$ cat src/rtl/swi_ctrl.sv
module swi_ctrl #(
  parameter int NUM_HARTS = 4,
  parameter int PRIO_W    = 3,
  parameter int ADDR_W    = 22
) (
  input  logic                 clk,
  input  logic                 rst_n,
  input  logic                 bus_sel,
  input  logic                 bus_wr,
  input  logic [ADDR_W-1:0]    bus_addr,
  input  logic [31:0]          bus_wdata,
  output logic [31:0]          bus_rdata,
  output logic [NUM_HARTS-1:0] irq_out
);
  localparam int NS  = NUM_HARTS;
  localparam int IDW = $clog2(NS + 1);
  localparam int HIW = ADDR_W - 12;
  localparam int TPW = ADDR_W - 21;

  logic [PRIO_W-1:0] prio_q [1:NS];
  logic [NS:1]       pend_q;
  logic [NS:1]       en_q   [NS];
  logic [NS:1]       busy_q [NS];
  logic [NS:1]       elig   [NS];
  logic [NS:1]       nz, infl, cand;
  logic [IDW-1:0]    win_id;
  logic [PRIO_W-1:0] win_p;

  wire rd = bus_sel & ~bus_wr;
  wire wr = bus_sel &  bus_wr;

  wire [HIW-1:0] hi       = bus_addr[ADDR_W-1:12];
  wire [9:0]     prio_idx = bus_addr[11:2];
  wire [4:0]     en_idx   = bus_addr[11:7];
  wire [8:0]     clm_idx  = bus_addr[20:12];

  wire hit_pend = (hi == HIW'(1)) && (bus_addr[11:0] == 12'h000);
  wire hit_prio = (hi == '0) && (bus_addr[1:0] == 2'b00) &&
                  (prio_idx != 10'd0) && (int'(prio_idx) <= NS);
  wire hit_en   = (hi == HIW'(2)) && (bus_addr[6:0] == 7'd0) && (int'(en_idx) < NS);
  wire hit_clm  = (bus_addr[ADDR_W-1:21] == TPW'(1)) && (int'(clm_idx) < NS) &&
                  (bus_addr[11:0] == 12'h004);

  always_comb begin
    infl = '0;
    for (int h = 0; h < NS; h++) infl = infl | busy_q[h];
    for (int n = 1; n <= NS; n++) nz[n] = (prio_q[n] != '0);
  end

  for (genvar h = 0; h < NS; h++) begin : g_hart
    assign elig[h]    = pend_q & en_q[h] & nz & ~infl;
    assign irq_out[h] = |elig[h];
  end

  always_comb begin
    cand = '0;
    for (int h = 0; h < NS; h++)
      if (int'(clm_idx) == h) cand = elig[h];
    win_id = '0;
    win_p  = '0;
    for (int n = 1; n <= NS; n++)
      if (cand[n] && (prio_q[n] > win_p)) begin
        win_p  = prio_q[n];
        win_id = IDW'(n);
      end
  end

  always_comb begin
    bus_rdata = '0;
    if (rd) begin
      if (hit_pend) bus_rdata = 32'({pend_q, 1'b0});
      if (hit_prio)
        for (int n = 1; n <= NS; n++)
          if (int'(prio_idx) == n) bus_rdata = 32'(prio_q[n]);
      if (hit_en)
        for (int h = 0; h < NS; h++)
          if (int'(en_idx) == h) bus_rdata = 32'({en_q[h], 1'b0});
      if (hit_clm) bus_rdata = 32'(win_id);
    end
  end

  always_ff @(posedge clk) begin
    if (!rst_n) begin
      pend_q <= '0;
      for (int n = 1; n <= NS; n++) prio_q[n] <= '0;
      for (int h = 0; h < NS; h++) begin
        en_q[h]   <= '0;
        busy_q[h] <= '0;
      end
    end else begin
      if (wr && hit_pend) pend_q <= pend_q | bus_wdata[NS:1];
      if (wr && hit_prio)
        for (int n = 1; n <= NS; n++)
          if (int'(prio_idx) == n) prio_q[n] <= bus_wdata[PRIO_W-1:0];
      if (wr && hit_en)
        for (int h = 0; h < NS; h++)
          if (int'(en_idx) == h) en_q[h] <= bus_wdata[NS:1];
      if (wr && hit_clm)
        for (int h = 0; h < NS; h++)
          if (int'(clm_idx) == h)
            for (int n = 1; n <= NS; n++)
              if (bus_wdata == 32'(n)) busy_q[h][n] <= 1'b0;
      if (rd && hit_clm && (win_id != '0))
        for (int h = 0; h < NS; h++)
          if (int'(clm_idx) == h)
            for (int n = 1; n <= NS; n++)
              if (win_id == IDW'(n)) begin
                pend_q[n]    <= 1'b0;
                busy_q[h][n] <= 1'b1;
              end
    end
  end
endmodule

$ cat config.mk
export PLATFORM = sky130hd
export DESIGN_NAME = swi_ctrl
export DESIGN_NICKNAME = d
export VERILOG_FILES = /design/src/rtl/swi_ctrl.sv
export SDC_FILE = /design/constraint.sdc
export NUM_CORES = 1
export LEC_CHECK = 0
export BUFFER_PORTS_ARGS = -buffer_cell sky130_fd_sc_hd__buf_4
export CAP_MARGIN = 20
export CORE_AREA = 2 2 89 91
export CTS_CLUSTER_DIAMETER = 30
export DETAILED_ROUTE_END_ITERATION = 8
export DIE_AREA = 0 0 91 93
export GPL_TIMING_DRIVEN = 1
export PLACE_DENSITY = 0.75
export SETUP_SLACK_MARGIN = 0.1
export SLEW_MARGIN = 20
export SYNTH_ARGS = -nofsm -noshare
export SYNTH_HDL_FRONTEND = slang
export SYNTH_SLANG_ARGS = --single-unit
$ cat constraint.sdc
create_clock -name clk -period 5.98 [get_ports clk]
set_input_delay 0.897 -clock clk [delete_from_list [all_inputs] [get_ports clk]]
set_output_delay 0.897 -clock clk [all_outputs]
set_load 0.02 [all_outputs]
# Yosys cells after proc, flatten, opt, wreduce, memory -nomap -nowiden
# Memory sizes are Yosys's and may differ from the RTL's.
# Index checks and enable logic that the tools add are counted.
classes:
  add_sub_neg: 0
  n_mul: 0
  n_div: 0
  magnitude_cmp: 7
  n_eq_ne: 21
  n_shift: 0
  muxes: 256
  bitwise: 60
  reduce_logical: 34
ops:
  columns: ["op", "n"]
  rows:
  - ["32-bit 2-to-1 mux", 12]
  - ["1-bit 2-to-1 mux", 218]
  - ["32-bit by 2-bit == test with 1-bit output (second input constant)", 2]
  - ["4-bit 2-to-1 mux", 15]
  - ["4-bit AND", 12]
  - ["1-bit OR", 40]
  - ["32-bit by 1-bit == test with 1-bit output (second input constant)", 1]
  - ["32-bit by 3-bit == test with 1-bit output (second input constant)", 1]
  - ["3-bit 2-to-1 mux", 10]
  - ["10-bit by 2-bit == test with 1-bit output (second input constant)", 2]
  - ["10-bit by 3-bit == test with 1-bit output (second input constant)", 2]
  - ["9-bit by 3-bit == test with 1-bit output (second input constant)", 2]
  - ["1-bit logical AND", 18]
  - ["4-bit OR", 4]
  - ["4-bit OR reduction", 4]
  - ["3-bit nonzero test", 5]
  - ["12-bit by 3-bit == test with 1-bit output (second input constant)", 1]
  - ["12-bit logical NOT", 1]
  - ["10-bit by 1-bit == test with 1-bit output (second input constant)", 1]
  - ["10-bit by 4-bit == test with 1-bit output (second input constant)", 1]
  - ["5-bit by 3-bit == test with 1-bit output (second input constant)", 2]
  - ["10-bit by 3-bit <= comparator with 1-bit output (second input constant)", 1]
  - ["10-bit logical NOT", 1]
  - ["10-bit nonzero test", 1]
  - ["other kinds (17)", 21]
word_totals:
  regBits: 4
  latch_bits: 0
  ram_bits: 44
  rom_bits: 0
  input_bits: 58
  mem_count: 3
memory_table:
  columns: ["name", "words", "word_bits", "read_ports", "rd_clocked_by_memory_dff", "write_ports", "line", "source"]
  rows:
  - ["busy_q", 4, 4, 4, 0, 4, "23", "logic [NS:1] busy_q [NS];"]
  - ["en_q", 4, 4, 4, 0, 4, "22", "logic [NS:1] en_q [NS];"]
  - ["prio_q", 4, 3, 4, 0, 4, "20", "logic [PRIO_W-1:0] prio_q [1:NS];"]

# Longest topological paths before layout
# An unclocked memory read counts as a cell.
logic_depth:
  depth_word: 31
  ltp_mapped: 28
  ltp_nobuf: 24

# Worst setup path before layout
# OpenSTA, ideal clock, no wires.
synth_path:
  kind: "input -> output"
  startpoint: "input bus_addr[13]"
  endpoint: "output bus_rdata[1]"
  t_arrival_ns: 5.441
  required_time_ns: 5.083
  setup_slack_ns: -0.358
  cell_stages: 26
  cell_sequence: "buf_2 > mux2_2 > mux2i_1 > o31ai_1 > and2_1 > nand2_1 > ha_1 > nor2b_1 > o21a_1 > o2111a_1 > buf_2 > o21a_1 > ha_1 > nor2b_1 > o21a_1 > o2111ai_1 > buf_4 > o311ai_0 > o21ai_0 > ha_1 > nor2b_1 > o21a_1 > o2111ai_2 > buf_6 > nor3b_1 > o21a_1"
synth_between:
  elab_chain_cells: 18
synth_lines:
  columns: ["item", "line", "source"]
  rows:
  - ["start: declaration", "10", "input logic [ADDR_W-1:0] bus_addr,"]
  - ["9-bit logical NOT", "58", "if (int'(clm_idx) == h) cand = elig[h];"]
  - ["4-bit 2-to-1 mux (4 in series)", "58", null]
  - ["1-bit logical AND", "62", "if (cand[n] && (prio_q[n] > win_p)) begin"]
  - ["3-bit 2-to-1 mux", "62", null]
  - ["3-bit greater-than comparator", "62", null]
  - ["1-bit logical AND", "62", null]
  - ["3-bit 2-to-1 mux", "62", null]
  - ["3-bit greater-than comparator", "62", null]
  - ["1-bit logical AND", "62", null]
  - ["3-bit 2-to-1 mux", "62", null]
  - ["3-bit greater-than comparator", "62", null]
  - ["1-bit logical AND", "62", null]
  - ["3-bit 2-to-1 mux", "62", null]
  - ["32-bit 2-to-1 mux (*)", "78", "if (hit_clm) bus_rdata = 32'(win_id);"]
  - ["32-bit 2-to-1 mux (*)", "70", "if (rd) begin"]
  - ["end: declaration", "12", "output logic [31:0] bus_rdata,"]
# Every way passes the cells marked *; elsewhere a longest branch is shown, timed or not.

# Worst setup path in the final report
# Ends and elaborated chain as after synthesis.

==> impl_metrics.sql <==
INSERT INTO impl_metrics (metric_group, metric, value, unit) VALUES
('timing', 'timing_max_transition_violations_final', '0', ''),
('setup_path', 'critPathCaptureType', 'output pin', ''),
('grt', 'first_global_vias', '3262', ''),
('yosys', 'dominant_combinational_cell_family_by_area_after_synthesis', 'simple AND/OR/NAND/NOR gates', ''),
('die', 'fp-row-count', '32', ''),
('setup_path', 'crit-reg2reg-launch', 'busy_q[1][0]', ''),
('drt', 'first_pass_iters', '5', ''),
('drt', 'detailed_router_s_first_iteration_violation_count', '284', ''),
('drt', 'drt-wirelength-per-cell', '18.3', 'um'),
('die', 'design.die.area', '0.00846', 'mm2'),
('pwr', 'clkPwrFrac', '32.7', '%'),
('yosys', 'synthSimpleGateAreaFrac', '29.0', '%'),
('timing', 'setup_viol_count_final', '3', ''),
('setup_path', 'criticalPathCategory', 'in2out', ''),
('drt', 'routed-via-count', '3465', ''),
('timing', 'period_minus_slack', '6.16', 'ns'),
('yosys', 'most_repeated_cell_in_the_gate_level_netlist_after_synthesis', 'sky130_fd_sc_hd__nor2_1', ''),
('timing', 'rsz0062_at_grt', 'true', ''),
('die', 'ioPinCount', '94', ''),
('yosys', 'synth.mux.area_fraction', '5.89', '%'),
('grt', 'grtUsageMet1', '31.3', '%'),
('grt', 'grt_util_met3', '3.63', '%'),
('cts', 'total_clock_buffers_created_by_cts', '5', ''),
('timing', 'max-slew-margin-rel', '61.8', '%'),
('cts', 'cts.path.max_buffers', '2', ''),
('job', 'drv.max_cap_violation_count', '0', ''),
('yosys', 'synth_top_flop_cell', 'sky130_fd_sc_hd__edfxtp_1', ''),
('die', 'floorplan.die.height', '93', 'um'),
('grt', 'grt_start_max_net_pins', '46', ''),
('drt', 'avgViaCountPerCell', '6.08', ''),
('cts', 'clock_insertion_delay_worst_skew', '0.30', 'ns'),
('yosys', 'synthesis.area', '0.00348', 'mm2'),
('grt', 'globalRoute.totalOverflow', '0', ''),
('status', 'run_status', 'complete, but fails checks', ''),
('yosys', 'synth.ff_latch_count', '48', ''),
('yosys', 'netlist-cell-type-count', '60', ''),
('pwr', 'power.ir.vdd_worst', '0.156', 'mV'),
('timing', 'fmaxAchievable', '162', 'MHz'),
('min_path', 'hold_path_stages', '2', ''),
('pwr', 'p_switching', '197', 'uW'),
('placed_design', 'port_buffers', '66', ''),
('timing', 'finalCritPeriodShare', '103', '%'),
('grt', 'grt_pass1_wl', '16200', 'um'),
('placed_design', 'gp_routability_congestion', '0.935', ''),
('timing', 'final_hold_vios', '0', ''),
('pwr', 'p_per_area', '166', 'mW/mm2'),
('drt', 'drc_errors', '0', ''),
('die', 'core_area', '0.00753', 'mm2'),
('yosys', 'fraction_of_registers_with_async_set_or_reset_after_synthesis', '0', '%'),
('die', 'die_w', '91', 'um'),
('setup_path', 'worstPathArrival', '5.26', 'ns'),
('drt', 'antenna_violating_nets_post_route', '0', ''),
('timing', 'setup_ws', '-0.178', 'ns'),
('setup_path', 'timing.critical_path.fanout_max', '8', ''),
('grt', 'number_of_antenna_violations_at_the_first_check_in_global_routing', '0', ''),
('setup_path', 'worstSetupStartpointType', 'primary input', ''),
('grt', 'track_usage', '24.1', '%'),
('status', 'violations', 'negative setup slack', ''),
('pwr', 'p_seq_share', '51.2', '%'),
('pwr', 'power_switching_share', '26.5', '%'),
('timing', 'worst_slew_pin_slew', '0.568', 'ns'),
('timing', 'setup_tns', '-0.388', 'ns'),
('yosys', 'synth_top_cell_by_area', 'sky130_fd_sc_hd__edfxtp_1', ''),
('timing', 'finalHoldWorstSlack', '0.463', 'ns'),
('min_path', 'worst_hold_path.endpoint', 'busy_q[2][0]', ''),
('timing', 'final.setup_skew', '0.00886', 'ns'),
('setup_path', 'regToRegEndpoint', 'busy_q[0][2]', ''),
('yosys', 'synth.cells.most_frequent', 'sky130_fd_sc_hd__nor2_1, sky130_fd_sc_hd__nand2_1, sky130_fd_sc_hd__edfxtp_1', ''),
('yosys', 'synthesis.area_per_instance', '9.16', 'um2'),
('yosys', 'yosys_warnings', '0', ''),
('yosys', 'synth_fa_ha_area_share', '3.23', '%');
-- worst max path at each step --
| stage | to | start |
|---|---|---|
| floorplan | bus_rdata[1] | bus_addr[13] |
| global placement | bus_rdata[1] | bus_addr[13] |
| detailed placement | bus_rdata[0] | bus_addr[13] |
| CTS | bus_rdata[1] | bus_addr[17] |
| global route | bus_rdata[1] | busy_q[1][0] |
| finish | bus_rdata[1] | bus_addr[13] |
-- through the flow --
| stage | instance area (um2) | power (mW) | cells | util (%) | setup slack [ns] |
|---|---|---|---|---|---|
| final | 4490 | 0.743 | 570 | 59.6 | -0.178 |
| after global placement | 4100 | 0.495 | 553 | 54.5 | -0.284 |
| after detailed placement | 4100 | 0.497 | 553 | 54.5 | -0.390 |
| after CTS | 4330 | 0.738 | 563 | 57.5 | -0.0964 |
| after floorplan | 3630 | 0.459 | 406 | - | -0.159 |
| after global routing | 4490 | 0.767 | 570 | 59.6 | -0.345 |
-- critical path, delay by kind of cell --
| kind | cells | cell delay (ns) |
|---|---|---|
| AO/OA/AOI/OAI | 10 | 2.04 |
| multiplexers | 2 | 0.26 |
| AND/OR/NAND/NOR | 7 | 0.94 |
| adder cells (fa/ha/maj) | 3 | 0.71 |
| buffers and inverters | 3 | 0.41 |
-- power groups by stage --
stage	registers, mW	clock network (mW)	logic, mW
after CTS	0.379	0.244	0.115
after floorplan	0.381	0	0.0775
after global routing	0.382	0.257	0.128
after detailed placement	0.386	0	0.111
after global placement	0.386	0	0.109
final	0.381	0.243	0.119
-- routing by layer --
| layer | vias up | wire length (um) |
|---|---|---|
| li1 | 1561 | - |
| met1 | 1637 | 4070 |
| met2 | 221 | 5030 |
| met3 | 46 | 977 |
| met4 | 0 | 352 |
| met5 | - | 0 |
-- layout by cell type, fill, tap and decap left out, types with 3 or more instances in the layout --
cell type,count
sky130_fd_sc_hd__and4_1,3
sky130_fd_sc_hd__nand4_1,8
sky130_fd_sc_hd__nor2b_1,7
sky130_fd_sc_hd__nand2_2,4
sky130_fd_sc_hd__nand2_1,35
sky130_fd_sc_hd__nor3_2,3
sky130_fd_sc_hd__a21oi_1,7
sky130_fd_sc_hd__nor3_1,6
sky130_fd_sc_hd__o211ai_1,4
sky130_fd_sc_hd__buf_6,6
sky130_fd_sc_hd__nor2_1,55
sky130_fd_sc_hd__mux4_2,6
sky130_fd_sc_hd__a22oi_1,4
sky130_fd_sc_hd__and3_1,10
sky130_fd_sc_hd__conb_1,27
sky130_fd_sc_hd__dfxtp_1,13
sky130_fd_sc_hd__nand3_1,12
sky130_fd_sc_hd__clkbuf_8,5
sky130_fd_sc_hd__a22o_1,4
sky130_fd_sc_hd__ha_4,3
sky130_fd_sc_hd__nor4_1,10
sky130_fd_sc_hd__o21ai_0,16
sky130_fd_sc_hd__o311ai_0,5
sky130_fd_sc_hd__ha_1,6
sky130_fd_sc_hd__buf_4,90
sky130_fd_sc_hd__inv_1,7
sky130_fd_sc_hd__a31oi_1,5
sky130_fd_sc_hd__nand3b_1,6
sky130_fd_sc_hd__a221o_1,4
sky130_fd_sc_hd__o21a_1,8
sky130_fd_sc_hd__edfxtp_1,35
sky130_fd_sc_hd__or3_1,3
-- what timing repair did --
action,4_1_cts,5_1_grt
resized for setup,20,15
pin swaps,10,3
setup endpoints to repair,3,3
buffers inserted,2,7
-- sequential cells by signal, summed over array words and instances (netlist names) --
register / flops
pend_q: 4
busy_q: 16
prio_q: 12
en_q: 16
-- cell type report --
type | instances | area [um2] | area share (%)
tap | 102 | 128 | 2.85
clock inverter | 3 | 46.3 | 1.03
multi-input combinational | 309 | 2160 | 48.2
sequential | 48 | 1310 | 29.2
timing repair buffer | 96 | 743 | 16.6
clock buffer | 5 | 68.8 | 1.53
inverter | 7 | 26.3 | 0.586
-- cell families after synthesis --
kind of cell	after synthesis
flip-flops	48
buffers and inverters	49
AND/OR/NAND/NOR	190
other	1
multiplexers	11
adder cells (fa/ha/maj)	9
AO/OA/AOI/OAI	72
(Power assumes the default switching activity.)
